### src/rtl/mdio45_pkg.sv
package mdio45_pkg;
  localparam int FRAME_BITS = 64;
  localparam int PRE_BITS   = 32;
  localparam int POS_W      = $clog2(FRAME_BITS);
  localparam int DIV_W      = 8;
  localparam int RX_BITS    = 18;   // turnaround plus data, released on reads

  typedef enum logic [1:0] {
    OP_ADDR  = 2'b00,
    OP_WRITE = 2'b01,
    OP_READ  = 2'b11
  } mdio_op_e;

  localparam logic [FRAME_BITS-1:0] MASK_ALL  = '1;
  localparam logic [FRAME_BITS-1:0] MASK_READ = {{(FRAME_BITS-RX_BITS){1'b1}}, {RX_BITS{1'b0}}};

  function automatic logic [FRAME_BITS-1:0] build_frame(
    input mdio_op_e    op,
    input logic [4:0]  port,
    input logic [4:0]  dev,
    input logic [15:0] payload
  );
    return {{PRE_BITS{1'b1}}, 2'b00, op, port, dev, 2'b10, payload};
  endfunction
endpackage

### src/rtl/mdio45_clkgen.sv
module mdio45_clkgen import mdio45_pkg::*; (
  input  logic             clk,
  input  logic             rst,
  input  logic             run,
  input  logic [DIV_W-1:0] div,
  output logic             mdc,
  output logic             rise,
  output logic             fall
);
  logic [DIV_W-1:0] cnt;
  logic [DIV_W-1:0] half;
  logic             tick;

  assign half = (div == '0) ? DIV_W'(1) : div;
  assign tick = run && (cnt == half - DIV_W'(1));
  assign rise = tick && !mdc;
  assign fall = tick && mdc;

  always_ff @(posedge clk) begin
    if (rst || !run) begin
      cnt <= '0;
      mdc <= 1'b0;
    end else if (tick) begin
      cnt <= '0;
      mdc <= ~mdc;
    end else begin
      cnt <= cnt + DIV_W'(1);
    end
  end
endmodule

### src/rtl/mdio45_shifter.sv
module mdio45_shifter import mdio45_pkg::*; (
  input  logic                  clk,
  input  logic                  rst,
  input  logic                  start,
  input  logic [FRAME_BITS-1:0] frame,
  input  logic [FRAME_BITS-1:0] drive_mask,
  input  logic                  skip_pre,
  input  logic                  is_read,
  input  logic                  rise,
  input  logic                  fall,
  input  logic                  line_i,
  output logic                  active,
  output logic                  mdio_o,
  output logic                  mdio_oe,
  output logic                  done,
  output logic [15:0]           rdata,
  output logic                  rd_fail
);
  localparam logic [POS_W-1:0] POS_TOP   = POS_W'(FRAME_BITS - 1);
  localparam logic [POS_W-1:0] POS_HDR   = POS_W'(FRAME_BITS - PRE_BITS - 1);
  localparam logic [POS_W-1:0] POS_TA2   = POS_W'(16);

  logic [POS_W-1:0] pos;
  logic [POS_W-1:0] first;
  logic [15:0]      cap;
  logic             ta_bad;

  assign first   = skip_pre ? POS_HDR : POS_TOP;
  assign done    = active && fall && (pos == '0);
  assign rdata   = ta_bad ? 16'hFFFF : cap;
  assign rd_fail = ta_bad;

  always_ff @(posedge clk) begin
    if (rst) begin
      active  <= 1'b0;
      pos     <= '0;
      mdio_o  <= 1'b1;
      mdio_oe <= 1'b0;
      cap     <= '0;
      ta_bad  <= 1'b0;
    end else if (start) begin
      active  <= 1'b1;
      pos     <= first;
      mdio_o  <= frame[first];
      mdio_oe <= drive_mask[first];
      ta_bad  <= 1'b0;
      cap     <= '0;
    end else if (active) begin
      if (rise && is_read) begin
        if (pos == POS_TA2) ta_bad <= line_i;
        if (pos < POS_TA2)  cap    <= {cap[14:0], line_i};
      end
      if (fall) begin
        if (pos == '0) begin
          active  <= 1'b0;
          mdio_o  <= 1'b1;
          mdio_oe <= 1'b0;
        end else begin
          pos     <= pos - POS_W'(1);
          mdio_o  <= frame[pos - POS_W'(1)];
          mdio_oe <= drive_mask[pos - POS_W'(1)];
        end
      end
    end
  end
endmodule

### src/rtl/mdio45_master.sv
module mdio45_master import mdio45_pkg::*; #(
  parameter int ADDR_W    = 4,
  parameter int REG_BASE  = 12,
  parameter int DIV_RESET = 2
) (
  input  logic              clk,
  input  logic              rst,
  input  logic              wr_en,
  input  logic [ADDR_W-1:0] wr_addr,
  input  logic [31:0]       wr_data,
  input  logic [ADDR_W-1:0] rd_addr,
  output logic [31:0]       rd_data,
  output logic              mdc,
  output logic              mdio_o,
  output logic              mdio_oe,
  input  logic              mdio_i
);
  localparam logic [ADDR_W-1:0] OFF_STAT = ADDR_W'(REG_BASE);
  localparam logic [ADDR_W-1:0] OFF_CTRL = ADDR_W'(REG_BASE + 1);
  localparam logic [ADDR_W-1:0] OFF_DATA = ADDR_W'(REG_BASE + 2);
  localparam logic [ADDR_W-1:0] OFF_ADDR = ADDR_W'(REG_BASE + 3);

  logic [DIV_W-1:0]      div_q;
  logic [4:0]            dev_q, port_q;
  logic                  nopre_q, scan_q, pinc_q;
  logic [15:0]           data_q, addr_q;
  logic                  bus_busy_q, xfer_busy_q, rd_err_q;
  logic                  start_q, read_q, skip_q;
  logic [FRAME_BITS-1:0] frame_q, mask_q;
  logic                  any_busy;

  logic        run, rise, fall, done, rd_fail;
  logic [15:0] rdata;

  assign any_busy = bus_busy_q || xfer_busy_q;

  always_ff @(posedge clk) begin
    if (rst) begin
      div_q       <= DIV_W'(DIV_RESET);
      dev_q       <= '0;
      port_q      <= '0;
      nopre_q     <= 1'b0;
      scan_q      <= 1'b0;
      pinc_q      <= 1'b0;
      data_q      <= '0;
      addr_q      <= '0;
      bus_busy_q  <= 1'b0;
      xfer_busy_q <= 1'b0;
      rd_err_q    <= 1'b0;
      start_q     <= 1'b0;
      read_q      <= 1'b0;
      skip_q      <= 1'b0;
      frame_q     <= '0;
      mask_q      <= MASK_ALL;
    end else begin
      start_q <= 1'b0;
      if (done) begin
        bus_busy_q  <= 1'b0;
        xfer_busy_q <= 1'b0;
        if (read_q) begin
          data_q   <= rdata;
          rd_err_q <= rd_fail;
        end
      end
      if (wr_en && !any_busy) begin
        unique case (wr_addr)
          OFF_STAT: div_q <= wr_data[15:8];
          OFF_CTRL: begin
            dev_q   <= wr_data[4:0];
            port_q  <= wr_data[9:5];
            nopre_q <= wr_data[10];
            scan_q  <= wr_data[11];
            pinc_q  <= wr_data[14];
            if (wr_data[15]) begin
              frame_q     <= build_frame(OP_READ, wr_data[9:5], wr_data[4:0], 16'hFFFF);
              mask_q      <= MASK_READ;
              read_q      <= 1'b1;
              skip_q      <= wr_data[10];
              start_q     <= 1'b1;
              xfer_busy_q <= 1'b1;
              rd_err_q    <= 1'b0;
            end
          end
          OFF_DATA: begin
            data_q      <= wr_data[15:0];
            frame_q     <= build_frame(OP_WRITE, port_q, dev_q, wr_data[15:0]);
            mask_q      <= MASK_ALL;
            read_q      <= 1'b0;
            skip_q      <= nopre_q;
            start_q     <= 1'b1;
            xfer_busy_q <= 1'b1;
          end
          OFF_ADDR: begin
            addr_q     <= wr_data[15:0];
            frame_q    <= build_frame(OP_ADDR, port_q, dev_q, wr_data[15:0]);
            mask_q     <= MASK_ALL;
            read_q     <= 1'b0;
            skip_q     <= nopre_q;
            start_q    <= 1'b1;
            bus_busy_q <= 1'b1;
          end
          default: ;
        endcase
      end
    end
  end

  always_ff @(posedge clk) begin
    if (rst) begin
      rd_data <= '0;
    end else begin
      unique case (rd_addr)
        OFF_STAT: rd_data <= {16'h0, div_q, 6'h0, rd_err_q, bus_busy_q};
        OFF_CTRL: rd_data <= {16'h0, 1'b0, pinc_q, 2'b00, scan_q, nopre_q, port_q, dev_q};
        OFF_DATA: rd_data <= {xfer_busy_q, 15'h0, data_q};
        OFF_ADDR: rd_data <= {16'h0, addr_q};
        default:  rd_data <= '0;
      endcase
    end
  end

  mdio45_clkgen u_clk (
    .clk  (clk),
    .rst  (rst),
    .run  (run),
    .div  (div_q),
    .mdc  (mdc),
    .rise (rise),
    .fall (fall)
  );

  mdio45_shifter u_shift (
    .clk        (clk),
    .rst        (rst),
    .start      (start_q),
    .frame      (frame_q),
    .drive_mask (mask_q),
    .skip_pre   (skip_q),
    .is_read    (read_q),
    .rise       (rise),
    .fall       (fall),
    .line_i     (mdio_i),
    .active     (run),
    .mdio_o     (mdio_o),
    .mdio_oe    (mdio_oe),
    .done       (done),
    .rdata      (rdata),
    .rd_fail    (rd_fail)
  );
endmodule

### config.mk
export PLATFORM = sky130hd
export DESIGN_NAME = mdio45_master
export DESIGN_NICKNAME = d
export VERILOG_FILES = /design/src/rtl/mdio45_pkg.sv /design/src/rtl/mdio45_clkgen.sv /design/src/rtl/mdio45_shifter.sv /design/src/rtl/mdio45_master.sv
export SDC_FILE = /design/constraint.sdc
export NUM_CORES = 1
export LEC_CHECK = 0
export BUFFER_PORTS_ARGS = -buffer_cell sky130_fd_sc_hd__buf_2
export CELL_PAD_IN_SITES_DETAIL_PLACEMENT = 0
export CELL_PAD_IN_SITES_GLOBAL_PLACEMENT = 2
export CORE_AREA = 2 2 100 175
export CTS_BUF_LIST = sky130_fd_sc_hd__clkbuf_16
export DETAILED_ROUTE_END_ITERATION = 8
export DIE_AREA = 0 0 102 177
export PLACE_DENSITY = 0.88
export SYNTH_ARGS = -nofsm -noshare
export SYNTH_HDL_FRONTEND = slang
export SYNTH_SLANG_ARGS = --single-unit
### constraint.sdc
create_clock -name clk -period 6.3 [get_ports clk]
set_input_delay 0.945 -clock clk [delete_from_list [all_inputs] [get_ports clk]]
set_output_delay 0.945 -clock clk [all_outputs]
set_load 0.02 [all_outputs]
==> qor.txt <==
worst setup margin: 2.24 ns
Mapped Area: 0.00622 mm^2
pwr dens: 301 mW/mm^2
vias in the first global route: 5155
Comb pwr share: 5.8%
synth warn: 0
post-CTS sizing: 0
cell row count: 63
HPWL after DPL: 12.5 mm
I/O Pins: 79
slew margin rel.: 13.0%
fin nets: 761
gpl congestion: 0.859
global-route usage over all layers: 20.6%
setup violators final: 0
count leader, synth: dfxtp_1
gr ovfl total: 0
period utilization: 64.5%
clock tree buffer depth: 2
CTS tree: done
Die Height: 177 um
leakage: 2.61 nW
fillcell total: 1676
clock tree sinks: 141
count of cell types in the netlist: 61
layout cells sized above 1: 15.7%
Finished Layout Cells: 953
Crit path arrival time: 4.42 ns
Top FF cell, synth: dfxtp_1
Clock Skew: 0.00878 ns
shortest period the worst path allows: 4.06 ns
asr flop ratio synth: 0%
Max VDD drop: 0.000147 V
Fin Setup TNS: 0 ns
setup bufs post-CTS: 0
pre-CTS WS: 2.26 ns
syn avg cell area: 8.99 um^2
top-area cell type share of the netlist area: 45.4%
drt via density: 5.54
final WL: 18.1 mm
post-synthesis sequential area ratio: 45.4%
CP required: 6.66 ns
Inst Count DP: 921
Post-synth EDFFs: 0
htree depth: 4
max-cap check violation count: 0
final hold slack: 0.454 ns
outcome: complete, no violations
Psw: 0.504 mW
Crit. End Element: register
largest net degree at the start of global routing: 94
Hold WC Path Type: reg2reg
Fin. Hold Viols: 0
register share of total power: 42.7%
Clock Tree Root: clkbuf_16
clk_lat worst skew: 0.42 ns
DRC marker count from the first detailed-route iteration: 510
wire per inst: 19.0 um
CP startpoint kind: register
CP Class: reg2reg
RSZ-0062 raised after global routing: no
Synth area leader: dfxtp_1
area of the core: 0.0167 mm^2
die width: 102 um
Worst Tran Pin Value: 1.30 ns
IO buf count: 47
Switching Fraction: 23.4%
TritonCTS Buffers: 17
initial cell density of the core: 37.2%
CTS Hold Buffers Added: 0
DR vias: 5281
Pins Over Slew Limit: 0
synth cell count leaders: dfxtp_1 (141), nor2_1 (108), nand2_1 (64)
antenna violations before repair: 0
Clock power frac: 51.5%
ANT cells: 0
Synth Register Bits: 141
Int Pwr: 1.65 mW
Max Fclk: 246 MHz
Crit Path Max Fanout: 17
Reg clk slew, reported paths: 0.06 ns
Mapped Cells: 692
first-pass iteration count of the detailed router: 5
antenna viol nets, final: 0
Area contributors post-synth: dfxtp_1 (45%), nor2_1 (6.5%), a21oi_1 (4.3%), nand2_1 (3.9%), mux2i_1 (3.5%)
DRC: 0
first-pass GRT wire length: 28.1 mm
Die Area: 0.0181 mm^2
Area Overhead vs Synth: 14.8%
## critical path, cell delays in order (launching register included)
cell       delay [ns]
dfxtp_1          0.39
nor4_1           0.57
a31oi_1          0.16
ha_1             0.27
xor3_1           0.36
a2111oi_1        0.55
and3_1           0.32
nand4_4          0.28
o31ai_4          0.78
o221a_2          0.32
## per-stage QoR
step / area [um^2] / power [mW] / utilization (%)
5_1_grt: 7140 / 2.21 / 42.7
4_1_cts: 7140 / 2.16 / 42.7
2_1_floorplan: 6270 / 1.02 / -
6_report: 7140 / 2.15 / 42.7
3_3_place_gp: 6490 / 1.06 / 38.9
3_5_place_dp: 6490 / 1.06 / 38.9
## per-layer routing
layer,track usage (%),part of all wire (%)
met5,0,0
met4,9.44,3.4
met3,4.30,5.0
met2,36.4,53
met1,23.1,39
## logic make-up after synthesis
| kind of cell | Yosys count | synth area share [%] |
|---|---|---|
| mux | 29 | 6.08 |
| fa+ha+maj | 4 | 0.805 |
| compound gates | 164 | 19.1 |
| xor+xnor | 21 | 3.32 |
| simple gates | 255 | 19.1 |
| flops | 141 | 45.4 |
| buf+inv | 77 | 6.14 |
| other cells | 1 | 0.0603 |
## power groups by stage
| stage | clock (mW) | sequential, mW | combinational, mW |
|---|---|---|---|
| after global placement | 0 | 0.937 | 0.121 |
| after floorplan | 0 | 0.932 | 0.0907 |
| after CTS | 1.12 | 0.918 | 0.124 |
| after detailed placement | 0 | 0.937 | 0.124 |
| final | 1.11 | 0.918 | 0.125 |
| after global routing | 1.16 | 0.919 | 0.135 |
## layout by cell type, fill, tap and decap left out, types with 6 or more instances in the layout
cell type	count
o221a_2	14
conb_1	15
buf_2	47
a22oi_1	20
xnor2_1	9
a21oi_1	54
o22ai_1	18
a222oi_1	14
a31oi_1	6
a211oi_1	6
nand3_1	31
o21ai_0	9
nor2_1	108
clkbuf_16	17
xor2_1	10
nand2_1	64
mux4_2	7
dfxtp_1	141
mux2i_1	22
nor3_1	6
inv_1	14
and3_1	7
## layout make-up
class,instances,area [um^2],area share [%]
well taps,227,284,3.98
clock buffers,17,425,5.96
inverters,13,48.8,0.683
multi-input cells,488,3070,42.9
clock inverters,15,220,3.08
flip-flops and latches,141,2820,39.5
repair buffers,52,273,3.82
## final timing paths
kind             start        end  slack, ns  cells after the start
min reg2reg  addr_q[8]  addr_q[8]       0.45                      2
max reg2reg   div_q[3]  data_q[1]       2.24                      9
max           div_q[3]  data_q[1]       2.24                      9
min          addr_q[8]  addr_q[8]       0.45                      2
## state kept, by name, indices dropped and copies added (netlist names), 5 cells and up
name         cells
u_shift.cap     16
u_clk.cnt        8
dev_q            5
frame_q         29
div_q            8
u_shift.pos      6
rd_data         17
data_q          16
addr_q          16
port_q           5
No activity file was read; power rests on OpenSTA's default activity.
